$ cat config.mk
export PLATFORM = sky130hd
export DESIGN_NAME = pixel_word_packer
export DESIGN_NICKNAME = d
export VERILOG_FILES = /design/src/rtl/pwp_pkg.sv /design/src/rtl/pwp_control.sv /design/src/rtl/pwp_datapath.sv /design/src/rtl/pixel_word_packer.sv
export SDC_FILE = /design/constraint.sdc
export NUM_CORES = 1
export LEC_CHECK = 0
export BUFFER_PORTS_ARGS = -buffer_cell sky130_fd_sc_hd__buf_2
export CORE_UTILIZATION = 50
export CTS_BUF_LIST = sky130_fd_sc_hd__clkbuf_2
export DETAILED_ROUTE_END_ITERATION = 8
export PLACE_DENSITY = 0.72
export SKIP_CTS_REPAIR_TIMING = 1
export SLEW_MARGIN = 30
export SYNTH_ARGS = -nofsm -noshare
export SYNTH_HDL_FRONTEND = slang
export SYNTH_SLANG_ARGS = --single-unit
$ cat constraint.sdc
create_clock -name clk -period 2.05 [get_ports clk]
set_input_delay 0.1025 -clock clk [delete_from_list [all_inputs] [get_ports clk]]
set_output_delay 0.1025 -clock clk [all_outputs]
set_load 0.05 [all_outputs]
$ cat src/rtl/pwp_pkg.sv
package pwp_pkg;
  localparam int DATA_W  = 14;
  localparam int WORD_W  = 32;
  localparam int BYTE_W  = 8;
  localparam int HALF_W  = 16;
  localparam int BYTES_PER_WORD = WORD_W / BYTE_W;
  localparam int HALVES_PER_WORD = WORD_W / HALF_W;
  localparam int SLOT_W  = $clog2(BYTES_PER_WORD);

  localparam logic [1:0] MODE_8  = 2'b00;
  localparam logic [1:0] MODE_10 = 2'b01;
  localparam logic [1:0] MODE_12 = 2'b10;
  localparam logic [1:0] MODE_14 = 2'b11;

  typedef struct packed {
    logic              load;
    logic [SLOT_W-1:0] slot;
    logic              emit;
  } pwpStrobe_t;

  function automatic logic [HALF_W-1:0] sampleMask(input logic [1:0] mode);
    case (mode)
      MODE_10: return 16'h03FF;
      MODE_12: return 16'h0FFF;
      MODE_14: return 16'h3FFF;
      default: return 16'h00FF;
    endcase
  endfunction
endpackage

$ cat src/rtl/pwp_control.sv
module pwp_control
  import pwp_pkg::*;
(
  input  logic       clk,
  input  logic       rstN,
  input  logic       captureEn,
  input  logic [1:0] modeSel,
  input  logic       pixValid,
  output pwpStrobe_t strobe
);
  logic [1:0]        modeQ;
  logic [SLOT_W-1:0] cntQ, cntNext, effCnt, lastSlot;
  logic              capture, modeChange;

  always_comb begin
    capture    = captureEn & pixValid;
    modeChange = (modeSel != modeQ);
    effCnt     = modeChange ? '0 : cntQ;
    lastSlot   = (modeSel == MODE_8) ? SLOT_W'(BYTES_PER_WORD - 1)
                                     : SLOT_W'(HALVES_PER_WORD - 1);
    strobe.load = capture;
    strobe.slot = effCnt;
    strobe.emit = capture && (effCnt == lastSlot);
    if (!captureEn)       cntNext = '0;
    else if (capture)     cntNext = strobe.emit ? '0 : effCnt + 1'b1;
    else                  cntNext = effCnt;
  end

  always_ff @(posedge clk) begin
    if (!rstN) begin
      modeQ <= MODE_8;
      cntQ  <= '0;
    end else begin
      modeQ <= modeSel;
      cntQ  <= cntNext;
    end
  end
endmodule

$ cat src/rtl/pwp_datapath.sv
module pwp_datapath
  import pwp_pkg::*;
(
  input  logic              clk,
  input  logic              rstN,
  input  pwpStrobe_t        strobe,
  input  logic [1:0]        modeSel,
  input  logic [DATA_W-1:0] pixData,
  output logic [WORD_W-1:0] wordOut,
  output logic              wordValid
);
  logic [WORD_W-1:0] accQ, accNext, outQ;
  logic              validQ;
  logic [HALF_W-1:0] halfSample;
  logic [BYTE_W-1:0] byteSample;
  logic [WORD_W-1:0] byteLane [BYTES_PER_WORD];
  logic [WORD_W-1:0] halfLane [HALVES_PER_WORD];

  assign byteSample = pixData[BYTE_W-1:0];
  assign halfSample = HALF_W'(pixData) & sampleMask(modeSel);

  for (genvar g = 0; g < BYTES_PER_WORD; g++) begin : gByte
    always_comb begin
      byteLane[g] = (g == 0) ? '0 : accQ;
      byteLane[g][g*BYTE_W +: BYTE_W] = byteSample;
    end
  end

  for (genvar h = 0; h < HALVES_PER_WORD; h++) begin : gHalf
    always_comb begin
      halfLane[h] = (h == 0) ? '0 : accQ;
      halfLane[h][h*HALF_W +: HALF_W] = halfSample;
    end
  end

  always_comb begin
    if (modeSel == MODE_8) accNext = byteLane[strobe.slot];
    else                   accNext = halfLane[strobe.slot[0]];
  end

  always_ff @(posedge clk) begin
    if (!rstN) begin
      accQ   <= '0;
      outQ   <= '0;
      validQ <= 1'b0;
    end else begin
      validQ <= strobe.load & strobe.emit;
      if (strobe.load) accQ <= accNext;
      if (strobe.load && strobe.emit) outQ <= accNext;
    end
  end

  assign wordOut   = outQ;
  assign wordValid = validQ;
endmodule

$ cat src/rtl/pixel_word_packer.sv
module pixel_word_packer
  import pwp_pkg::*;
(
  input  logic              clk,
  input  logic              rstN,
  input  logic              captureEn,
  input  logic [1:0]        modeSel,
  input  logic              pixValid,
  input  logic [DATA_W-1:0] pixData,
  output logic [WORD_W-1:0] wordOut,
  output logic              wordValid
);
  pwpStrobe_t strobe;

  pwp_control u_ctl (
    .clk(clk), .rstN(rstN), .captureEn(captureEn),
    .modeSel(modeSel), .pixValid(pixValid), .strobe(strobe)
  );

  pwp_datapath u_dp (
    .clk(clk), .rstN(rstN), .strobe(strobe), .modeSel(modeSel),
    .pixData(pixData), .wordOut(wordOut), .wordValid(wordValid)
  );
endmodule

==> impl_results.md, run 1 <==
- Failing checks: hold timing
- Core Region: 6061 µm²
- Final core occ: 62.80%
- Hold Vio Cnt, Final: 2
- Count leader, synth: dfxtp_1
- Sequential fraction of design power: 57.6%
- Max clock buf depth: 2
- Cell row count: 28
- Setup ws final: 0.1498 ns
- Mapped Avg Cell Area: 8.520 µm²
- Synthesized flop and latch total: 69
- Critical path launch point type: flop
- Nets@finish: 458
- Congestion Overflow GR: 0
- Vias in the first global route: 2567
- Pins Over Slew Limit: 0
- Hold/Removal Path Class: in2reg
- Area leader, netlist: dfxtp_1
- Clock Skew: 0.01630 ns
- # setup viols final: 0
- Die width: 82.26 µm
- Vias: 3081
- Crit. End Element: flop
- Final Non-Filler Cells: 518
- Clock sink total: 69
- Vias per inst: 5.948
- CP Cell Sequence: xor2_1 -> and2_0 -> a222oi_1 -> a211oi_1
- Cell Int Power: 1.729 mW
- Setup TNS: 0 ns
- Area grow syn2layout: 18.18%
- Fmax: 526.3 MHz
- Slowest cell on the critical path: dfxtp_1
- Sequential share of the synthesized area: 42.89%
- Share of cells above drive strength 1: 23.93%
- Fillers: 563
- Cell family with most CP delay: flip-flops
- Outcome: complete, but fails checks
- CTS root buffer: clkbuf_2
- Syn_nets: 398
- Lkg Pwr: 1.389 nW
- Post-DP HPWL: 5.673 mm
- Clock network power share: 32.0%
- Initial antenna violation count: 0
- Synth area leaders: dfxtp_1 43%, a21oi_1 8.1%, o21ai_0 5.6%
- Maximum capacitance violations: 0
- Area of the multi-input gates: 1632 µm²
- Hold Slack: -0.01434 ns
- Placed cells: 490
- First-pass GRT wire length: 12.86 mm
- Net Sw Frac: 28.01%
- Die area: 6766 µm²
- Worst path bufs/invs: 0
- Post-synth cell types: 51
- Dominant synthesized flop cell: dfxtp_1
- Worst slack, placed: 0.2212 ns
- Critical path type: reg2reg
- Antenna Nets Post-Route: 0
- DRC violations left: 0
- Final WL: 8.335 mm
- Cells after Synth: 378
- Htree depth: 3
- Area after DPL: 3575 µm²
- Worst-path clk slew: 0.19 ns
- DRT Pass-1 Iters: 5
- Clk Latency, worst-skew pair: 0.52 ns
- CP peak stage delay: 0.64 ns
- Sequential cell area: 1381 µm²
- Die Y: 82.26 µm
- RSZ-0062 raised after global routing: false
- N_diodes: 0
- GP Congestion: 0.9494
- Wirelength per Cell: 16.09 µm
- Mapped cell area: 3221 µm²
- CTS tree: yes
- Total GRT Usage: 25.60%
- Comb pwr share: 10.5%
- Part of the cycle the worst path needs: 92.69%
- Initial Utilization: 53.14%
- Power Density: 631.1 nW/µm²
- Fin crit period: 1.900 ns
- Asr flop ratio synth: 0%
- Ys Warns: 0
- I/O Buffers: 52
- Largest net degree at the start of global routing: 54
- Slew HR: 36.71%
- Crit path DAT: 2.27 ns
- Number of DRC markers in iteration 0: 173
- Post-synth EDFFs: 0
- Tot Pwr: 2.402 mW
- Io pins: 53
- Max IR drop VDD: 0.4682 mV
- NetSw: 672.8 µW
- CP max FO: 11
- Worst slew pin tran: 0.9493 ns
- Post-synth top area share: 42.89%
- Cell area after layout: 3806 µm²
- Cts bufs inserted: 9
- Top post-synthesis cells by count: 69 x dfxtp_1, 52 x a21oi_1, 36 x nand2_1, 36 x o21ai_0, 26 x nand3_1
- Worst endpoint required time: 2.42 ns
==> registers in the layout, summed over array words and instances (netlist names) <==
name and cells:
u_dp.accQ 32, u_dp.wordOut 32, u_ctl.cntQ 2, u_ctl.modeQ 2, u_dp.wordValid 1
==> cells by family (layout without fill, tap and decap cells) <==
group / Yosys count / in the layout / share of synthesized area, %
AO/OA/AOI/OAI: 151 / 151 / 30.85
XOR/XNOR: 5 / 5 / 1.360
buffers and inverters: 44 / 109 / 6.526
flip-flops: 69 / 69 / 42.89
multiplexers: 4 / 4 / 1.243
AND/OR/NAND/NOR: 105 / 105 / 17.13
==> worst reg2reg max path: cells and delay by family, from the launching register on <==
family | cells | cell delay (ns)
xor+xnor | 1 | 0.18
compound gates | 2 | 0.64
simple gates | 1 | 0.30
flops | 1 | 0.64
==> final timing paths <==
| path | from | end | slack [ns] | cells after the start |
|---|---|---|---|---|
| min reg2reg | u_dp.wordOut[11]$_SDFFE_PN0P_ | u_dp.wordOut[11]$_SDFFE_PN0P_ | 0.47 | 2 |
| min | modeSel[0] | u_dp.accQ[13]$_SDFFE_PN0P_ | -0.01 | 3 |
| max reg2reg | u_ctl.cntQ[0]$_SDFF_PN0_ | u_dp.wordOut[24]$_SDFFE_PN0P_ | 0.15 | 4 |
| max | u_ctl.cntQ[0]$_SDFF_PN0_ | u_dp.wordOut[24]$_SDFFE_PN0P_ | 0.15 | 4 |
==> per-layer routing <==
layer / up-vias / global-route usage (%) / wire length (µm)
li1: 1529 / - / -
met1: 1436 / 36.98 / 4094
met2: 103 / 36.03 / 3642
met3: 13 / 4.286 / 439
met4: 0 / 13.51 / 158
met5: - / 0 / 0
==> power groups by stage <==
stage | combinational [mW] | clock, mW | sequential (mW)
4_1_cts | 0.231 | 0.774 | 1.38
2_1_floorplan | 0.145 | 0 | 1.41
3_5_place_dp | 0.231 | 0 | 1.41
5_1_grt | 0.271 | 0.838 | 1.39
6_report | 0.251 | 0.768 | 1.38
3_3_place_gp | 0.229 | 0 | 1.41
==> layout by cell type, fill, tap and decap left out, types with 6 or more instances in the layout <==
cell           instances
dfxtp_1               69
o211ai_1              12
dlygate4sd3_1         12
buf_4                 22
buf_2                 52
a211oi_1              12
a311oi_1               6
nor2_1                 9
and3_1                 6
nand3_1               26
clkbuf_2               9
o21ai_0               36
a21oi_1               52
nand2_1               36
==> layout make-up <==
| cell class | count | area share (%) |
|---|---|---|
| well taps | 75 | 2.465 |
| clock buffers | 9 | 1.183 |
| multi-input cells | 265 | 42.87 |
| inverters | 6 | 0.5917 |
| clock inverters | 7 | 1.742 |
| repair buffers | 87 | 14.86 |
| flip-flops and latches | 69 | 36.29 |
(Power assumes the default switching activity.)
==> run 2, diff against run 1 <==
--- a/config.mk
+++ b/config.mk
@@ -6,6 +6,7 @@
 export NUM_CORES = 1
 export LEC_CHECK = 0
 export BUFFER_PORTS_ARGS = -buffer_cell sky130_fd_sc_hd__buf_2
+export CORE_ASPECT_RATIO = 1.75
 export CORE_UTILIZATION = 50
 export CTS_BUF_LIST = sky130_fd_sc_hd__clkbuf_2
 export DETAILED_ROUTE_END_ITERATION = 8
==> run 2 against run 1 <==
  * The run still ends with hold timing left
  * Non-clock buffer count rose by 1
  * Sequential share of layout area fell by 0.52 points
  * Critical path depth rose by 1
  * Routed wire length rose by 8.1%
  * Flip-flop and latch count did not move
  * Sequential power barely moved
  * Clock skew rose by 0.010 ns
  * Critical path type unchanged
  * Highest routed layer unchanged
==> impl_results.md, run 2 (synthesis gave the netlist of run 1 again) <==
- Area after DPL: 3586 µm² (+0.31%)
- Max IR drop VDD: 0.5561 mV (+19%)
- Nets@finish: 459 (+0.22%)
- Tot Pwr: 2.539 mW (+5.7%)
- # setup viols final: 0 (unchanged)
- Fmax: 529.8 MHz (+0.66%)
- Hold Crit Start: pixData[11]
- Clk Latency, worst-skew pair: 0.55 ns (+0.03 ns)
- Clock network power share: 35.1% (+3.1 points)
- Setup ws final: 0.1623 ns (+0.01250 ns)
- Crit path DAT: 2.35 ns (+0.08 ns)
- Slew HR: 37.42% (+0.71 points)
- GR peak layer: met2
- DRT Pass-1 Iters: 5 (unchanged)
- Core Region: 6228 µm² (+2.8%)
- Clock Skew: 0.02655 ns (+0.01025 ns)
- Hold Vio Cnt, Final: 1 (-1)
- NetSw: 677.4 µW (+0.67%)
- Power Density: 657.4 nW/µm² (+4.2%)
- Met3 Track Usage GR: 3.903% (-0.38 points)
- Clock sink total: 69 (unchanged)
- Worst slack, placed: 0.2213 ns (+0.0001030 ns)
- Antenna Nets Post-Route: 0 (unchanged)
- I/O Buffers: 52 (unchanged)
- CTS root buffer: clkbuf_2
- Cell Int Power: 1.861 mW (+7.6%)
- Reg2reg start: u_ctl.modeQ[1]$_SDFF_PN0_
- Die Y: 108.2 µm (+32%)
- DRC violations left: 0 (unchanged)
- Critical path launch point type: flop
- Largest net degree at the start of global routing: 54 (unchanged)
- Cell row count: 38 (+36%)
- Worst Reg2Reg Path Length in Cells: 5 (+1)
- Worst slew pin tran: 0.9373 ns (-0.01202 ns)
- GP Congestion: 0.9226 (-2.8%)
- Vias per inst: 6.048 (+1.7%)
- Area grow syn2layout: 19.89%
- Worst endpoint required time: 2.51 ns (+0.09 ns)
- Failing checks: hold timing
- Cts bufs inserted: 9 (unchanged)
- CP max FO: 19 (+8)
- Final core occ: 61.99% (-0.81 points)
- Number of DRC markers in iteration 0: 303 (+75%)
- Most common cell after layout, fill and taps aside: dfxtp_1
- Fin crit period: 1.888 ns (-0.01250 ns)
- Placed cells: 494 (+0.82%)
- Setup TNS: 0 ns (unchanged)
- Outcome: complete, but fails checks
- Wirelength per Cell: 17.19 µm (+6.8%)
- CTS tree: yes
- Critical path type: reg2reg
- Vias: 3169 (+2.9%)
- Comb pwr share: 10.4% (about the same)
- N_diodes: 0 (unchanged)
- Max clock buf depth: 2 (unchanged)
- Hold Path End: u_dp.accQ[11]$_SDFFE_PN0P_
- Reg2reg end: u_dp.wordOut[17]$_SDFFE_PN0P_
- Congestion Overflow GR: 0 (unchanged)
- Final WL: 9.006 mm (+8.1%)
- Sequential fraction of design power: 54.5% (-3.1 points)
- Reg-to-reg slack, setup: 0.16 ns (about the same)
- Initial antenna violation count: 0 (unchanged)
- Hold/Removal Path Class: in2reg
- Cell area after layout: 3861 µm² (+1.4%)
- Most frequent cells in the layout: 69 x dfxtp_1, 52 x a21oi_1, 52 x buf_2, 36 x nand2_1, 36 x o21ai_0
- Die area: 6779 µm² (+0.19%)
- Hold Slack: -0.0007231 ns (+0.01361 ns)
- Met2 usage: 48.06% (+12 points)
- Post-DP HPWL: 6.118 mm (+7.8%)
- Worst-path clk slew: 0.20 ns (about the same)
- Lkg Pwr: 1.411 nW (+1.6%)
- Share of cells above drive strength 1: 23.42% (-0.50 points)
- Die width: 62.67 µm (-24%)
- Final Non-Filler Cells: 524 (+1.2%)
- Htree depth: 3 (unchanged)
- Vias in the first global route: 2897 (+13%)
- Part of the cycle the worst path needs: 92.08% (-0.61 points)
- Maximum capacitance violations: 0 (unchanged)
- First-pass GRT wire length: 14.27 mm (+11%)
- RSZ-0062 raised after global routing: false
- WHS Path Cells: 5 (+2)
- Pins Over Slew Limit: 0 (unchanged)
- GRT met1 Usage: 30.06% (-6.9 points)
- Crit. End Element: flop
- Total GRT Usage: 27.73% (+2.1 points)
- Initial Utilization: 51.71% (-1.4 points)
- Net Sw Frac: 26.68% (-1.3 points)
- Io pins: 53 (unchanged)
## run 2: cell count changes in the layout (fill, tap and decap cells not counted), sizes merged
| cell | before | now |
|---|---|---|
| clkinvlp | 3 | 0 |
| clkinv | 3 | 5 |
| dlygate4sd3 | 12 | 14 |
| buf | 75 | 74 |
| bufinv | 1 | 2 |
## run 2: power by group through the flow
stage               sequential [mW]  clock (mW)  combinational [mW]
global placement               1.41           0               0.239
floorplan                      1.41           0               0.145
CTS                            1.38       0.910               0.242
finish                         1.38       0.891               0.265
detailed placement             1.41           0               0.241
global route                   1.39       0.953               0.285
## run 2: how the worst max path moves through the flow
stage | slack [ns] | endpoint | cells after the start | start
finish | 0.16 | u_dp.wordOut[17]$_SDFFE_PN0P_ | 5 | u_ctl.modeQ[1]$_SDFF_PN0_
global route | 0.08 | u_dp.wordOut[17]$_SDFFE_PN0P_ | 5 | u_ctl.modeQ[1]$_SDFF_PN0_
CTS | 0.20 | u_dp.wordOut[17]$_SDFFE_PN0P_ | 5 | u_ctl.modeQ[1]$_SDFF_PN0_
detailed placement | 0.22 | u_dp.wordOut[17]$_SDFFE_PN0P_ | 5 | u_ctl.modeQ[1]$_SDFF_PN0_
global placement | 0.24 | u_dp.wordOut[12]$_SDFFE_PN0P_ | 4 | u_ctl.modeQ[0]$_SDFF_PN0_
floorplan | 0.34 | u_dp.wordOut[10]$_SDFFE_PN0P_ | 6 | u_ctl.modeQ[1]$_SDFF_PN0_
## run 2: area by class of cell
| type | instances | area, µm² |
|---|---|---|
| multi-input combinational | 265 | 1632 |
| inverter | 6 | 22.52 |
| clock inverter | 7 | 90.09 |
| timing repair buffer | 88 | 590.6 |
| tap | 80 | 100.1 |
| fill | 580 | 2367 |
| sequential | 69 | 1381 |
| clock buffer | 9 | 45.04 |
## run 2: per-layer routing
layer  up-vias  share of wire (%)
met2       113                 51
li1       1527                  -
met1      1504                 39
met3        25                5.4
met5         -                  0
met4         0                3.8
## run 2: critical path, cell delays in order (launching register included)
cell and delay, ns:
dfxtp_1 0.37, xnor2_1 0.44, a32o_1 0.30, buf_4 0.27
o21ai_0 0.15, a311oi_1 0.30
